### src/rtl/pfd_pkg.sv
package pfd_pkg;

    typedef struct packed {
        logic ref_lead;
        logic fb_lead;
    } err_flags_t;

    typedef enum logic [1:0] {
        DRV_FLOAT = 2'd0,
        DRV_HIGH  = 2'd1,
        DRV_LOW   = 2'd2
    } drive_e;

    function automatic drive_e classify(err_flags_t f);
        if (f.ref_lead && !f.fb_lead) return DRV_HIGH;
        if (f.fb_lead && !f.ref_lead) return DRV_LOW;
        return DRV_FLOAT;
    endfunction

endpackage

### src/rtl/pfd_edge_detect.sv
module pfd_edge_detect #(
    parameter int SYNC_STAGES = 2
) (
    input  logic clk,
    input  logic rst,
    input  logic raw_in,
    output logic rise
);
    logic [SYNC_STAGES:0] chain;
    logic                 last;

    assign chain[0] = raw_in;

    generate
        for (genvar i = 0; i < SYNC_STAGES; i++) begin : g_sync
            always_ff @(posedge clk) begin
                if (rst) chain[i+1] <= 1'b0;
                else     chain[i+1] <= chain[i];
            end
        end
    endgenerate

    always_ff @(posedge clk) begin
        if (rst) last <= 1'b0;
        else     last <= chain[SYNC_STAGES];
    end

    assign rise = chain[SYNC_STAGES] & ~last;
endmodule

### src/rtl/pfd_flag_core.sv
module pfd_flag_core
    import pfd_pkg::*;
(
    input  logic       clk,
    input  logic       rst,
    input  logic       ref_rise,
    input  logic       fb_rise,
    output err_flags_t flags
);
    err_flags_t nxt;

    always_comb begin
        nxt.ref_lead = flags.ref_lead | ref_rise;
        nxt.fb_lead  = flags.fb_lead  | fb_rise;
        if (nxt.ref_lead && nxt.fb_lead) nxt = '0;
    end

    always_ff @(posedge clk) begin
        if (rst) flags <= '0;
        else     flags <= nxt;
    end
endmodule

### src/rtl/pfd_out_stage.sv
module pfd_out_stage
    import pfd_pkg::*;
(
    input  err_flags_t flags,
    output logic       drive_val,
    output logic       drive_en,
    output logic       lock_n
);
    drive_e mode;

    always_comb begin
        mode      = classify(flags);
        drive_en  = (mode != DRV_FLOAT);
        drive_val = (mode == DRV_HIGH);
        lock_n    = (mode == DRV_FLOAT);
    end
endmodule

### src/rtl/phase_comparator.sv
module phase_comparator
    import pfd_pkg::*;
#(
    parameter int SYNC_STAGES = 2
) (
    input  logic clk,
    input  logic rst,
    input  logic ref_pulse,
    input  logic fb_pulse,
    output logic drive_val,
    output logic drive_en,
    output logic lock_n
);
    logic       ref_rise;
    logic       fb_rise;
    err_flags_t flags;

    pfd_edge_detect #(.SYNC_STAGES(SYNC_STAGES)) u_ref_edge (
        .clk(clk), .rst(rst), .raw_in(ref_pulse), .rise(ref_rise)
    );

    pfd_edge_detect #(.SYNC_STAGES(SYNC_STAGES)) u_fb_edge (
        .clk(clk), .rst(rst), .raw_in(fb_pulse), .rise(fb_rise)
    );

    pfd_flag_core u_core (
        .clk(clk), .rst(rst), .ref_rise(ref_rise), .fb_rise(fb_rise), .flags(flags)
    );

    pfd_out_stage u_out (
        .flags(flags), .drive_val(drive_val), .drive_en(drive_en), .lock_n(lock_n)
    );
endmodule

### config.mk
export PLATFORM = sky130hd
export DESIGN_NAME = phase_comparator
export DESIGN_NICKNAME = d
export VERILOG_FILES = /design/src/rtl/pfd_pkg.sv /design/src/rtl/pfd_edge_detect.sv /design/src/rtl/pfd_flag_core.sv /design/src/rtl/pfd_out_stage.sv /design/src/rtl/phase_comparator.sv
export SDC_FILE = /design/constraint.sdc
export NUM_CORES = 1
export LEC_CHECK = 0
export BUFFER_PORTS_ARGS = -buffer_cell sky130_fd_sc_hd__buf_2
export CORE_AREA = 3 3 40 42
export CTS_CLUSTER_SIZE = 12
export DETAILED_ROUTE_END_ITERATION = 12
export DIE_AREA = 0 0 43 45
export PLACE_DENSITY = 0.41
export SYNTH_ARGS = -nofsm -noshare
export SYNTH_HDL_FRONTEND = slang
export SYNTH_SLANG_ARGS = --single-unit
### constraint.sdc
create_clock -name clk -period 1.4 [get_ports clk]
set_clock_uncertainty 0.1 [all_clocks]
set_input_delay 0.14 -clock clk [delete_from_list [all_inputs] [get_ports clk]]
set_output_delay 0.14 -clock clk [all_outputs]
set_load 0.03 [all_outputs]
==> metrics <==
DP Area=332 um^2; cell row count=13; top-count cell post-synth=dfxtp_1; sequential area share after synthesis=56.6%; simple-gate share of the synthesized area=21.7%; final wirelength=375 um; Worst Path Required=between 1 and 1.5 ns; clk sinks=8; Post-Syn Instances=23; fin util=29.7%; Fin. Hold Viols=0; Compound-Gate Fraction of Synth Area=13.3%; die height=45 um; IO Port Bufs=6; GRT Total Usage=5.18%; die area=1940 um^2; FILL cells=137; H-tree levels=1; CP endpoint kind=primary output; Final Non-Filler Cells=49; NumNets Final=41; Layout area overhead=35.0%; Post-synth ARST share=0%; Final period util=94.9%; largest net degree at the start of global routing=9; Cell Count Post-Placement=44; Die W=43 um; worst skew pair latency=0.24 ns; slowest stage cell, crit path=dfxtp_2; CORE AREA=~1300 um^2; Pre-antenna DRT Iters=1; number of routed nets with antenna violations=0; Final Power=0.000465 W; EDFF count, synth=0; Yosys cell types=8; Netlist Area Pre-Place=about 280 um^2; combinational family with the most area after synthesis=simple AND/OR/NAND/NOR gates; Synth Flop Type=dfxtp_1; grt ovf=0; Power Density=1220 nW/um^2; Final min period=between 1 and 1.5 ns; initial antenna violation count=0; initial core utilization=22.0%; cell taking the most area after synthesis=dfxtp_1; clk slew on worst S/H paths=0.05 ns; CTS root buf=clkbuf_4; crit start category=flop; mux contribution to synthesized area=0%; Yosys warning total=0; CP max FO=2; placed wire-length estimate=284 um; Critical Path AT=1.09 ns; maxcap violations=0; fin area=382 um^2; Synth area leaders=dfxtp_1 57%, nor2b_1 15%, a2111oi_4 9.7%, nand2b_4 4.9%, ha_1 4.4%; syn_area_per_cell=between 10 and 15 um^2; Max Clk Rate=0.753 GHz; Slew Limit Fails=0; cts bufs inserted=3; Reg2Reg Depth=2; IO Count=7; share of layout cells above drive strength 1=41.2%; Routability Congestion=0.594; setup violators final=0; Via Count=183; leakage=between 0.15 and 0.2 nW; kind of cell adding the most delay to the critical path=flip-flops; first-pass GRT wire length=696 um; initial DRC count=0; xor/xnor cell area share of the yosys netlist=0%; status=finished, final reports clean; # diodes=0; hold depth=2; Synth Register Bits=8; Max-slew headroom=82.6%; RSZ-0062 raised after global routing=true; setup TNS=0 ns; Worst-Margin Slew=0.260 ns; Peak supply drop=0.512 mV; top-area cell type share of the netlist area=56.6%; CTS tree=done; Levels on crit path=4; drt via density=approximately 3.7; Worst path max stage delay=about 0.32 ns; vias in the first global route=195; clock tree buffer depth=2; syn nets=28; Post-Synth Adder-Cell Area=4.42%; drt drc=0; Buf/Inv on CP=3; top cells by count, synth=8 x dfxtp_1, 7 x nor2b_1, 3 x inv_1; CP Cell Sequence=inv_1 > ha_1 > inv_2 > buf_6; DR WL/cell=roughly 7.7 um; worst hold path type=in2reg; Setup Crit Path Kind=reg2out
-- what timing repair did --
item	CTS	global route
cloned	0	0
hold buffers	1	0
hold endpoints to repair	1	0
pin swaps	0	0
setup endpoints to repair	2	1
buffers inserted	1	0
resized for setup	2	4
-- flip-flops by register name (all words and copies together) (netlist names) --
name and cells:
u_core.flags 2, u_fb_edge.chain 2, u_ref_edge.chain 2, u_fb_edge.last 1, u_ref_edge.last 1
-- layout by cell type (no fill, tap or decap), drive strengths merged --
cell | synthesis | final
a2111oi | 1 | 1
buf | 0 | 7
clkbuf | 0 | 3
dfxtp | 8 | 8
dlygate4sd3 | 0 | 1
ha | 1 | 1
inv | 3 | 3
nand2b | 1 | 1
nor2 | 1 | 1
nor2b | 7 | 7
o211a | 1 | 1
-- through the flow --
step	hold WS, ns	worst slack [ns]
5_1_grt	0.0493	-0.00200
6_report	0.0152	0.0720
4_1_cts	0.00973	0.0398
3_5_place_dp	0.258	0.183
2_1_floorplan	0.112	0.0665
3_3_place_gp	0.249	0.207
-- per-layer routing --
layer	global-route usage, %	wire length [um]	up-vias	share of wire, %
li1	-	-	97	-
met1	4.62	159	79	42
met2	8.38	176	7	47
met3	2.39	39	0	10
met4	5.42	0	0	0
met5	0	0	-	0
-- kinds of logic (layout without fill, tap and decap cells) --
logic type	Yosys count	after routing
simple gates	9	9
fa+ha+maj	1	1
compound gates	2	2
flops	8	8
buf+inv	3	14
-- path summary, 6_finish.rpt --
kind                                           from                  end  slack, ns
worst max-delay path                u_core.flags[0]             drive_en       0.07
worst min-delay path                       fb_pulse   u_fb_edge.chain[1]       0.02
worst max register to register  u_ref_edge.chain[2]      u_core.flags[1]       0.46
worst min register to register  u_ref_edge.chain[1]  u_ref_edge.chain[2]       0.33
-- area by class of cell --
| type | count | area [um^2] | share of cell area [%] |
|---|---|---|---|
| Multi-Input combinational cell | 12 | 111 | 29.2 |
| Sequential cell | 8 | 161 | 42.3 |
| Timing Repair Buffer | 8 | 56.3 | 14.8 |
| Tap cell | 15 | 18.8 | 4.92 |
| Clock buffer | 3 | 22.5 | 5.90 |
| Inverter | 3 | 11.3 | 2.95 |
-- worst reg2reg max path, stage by stage (launching register included) --
cell       delay, ns
dfxtp_1         0.36
nand2b_4        0.07
a2111oi_4       0.32
-- power breakdown --
| part | internal (W) | switching, W | total [W] |
|---|---|---|---|
| Combinational | 0.0000281 | 0.0000313 | 0.0000594 |
| Sequential | 0.000238 | 0.00000386 | 0.000242 |
| Clock | 0.0000973 | 0.0000666 | 0.000164 |
(Power assumes the default switching activity.)
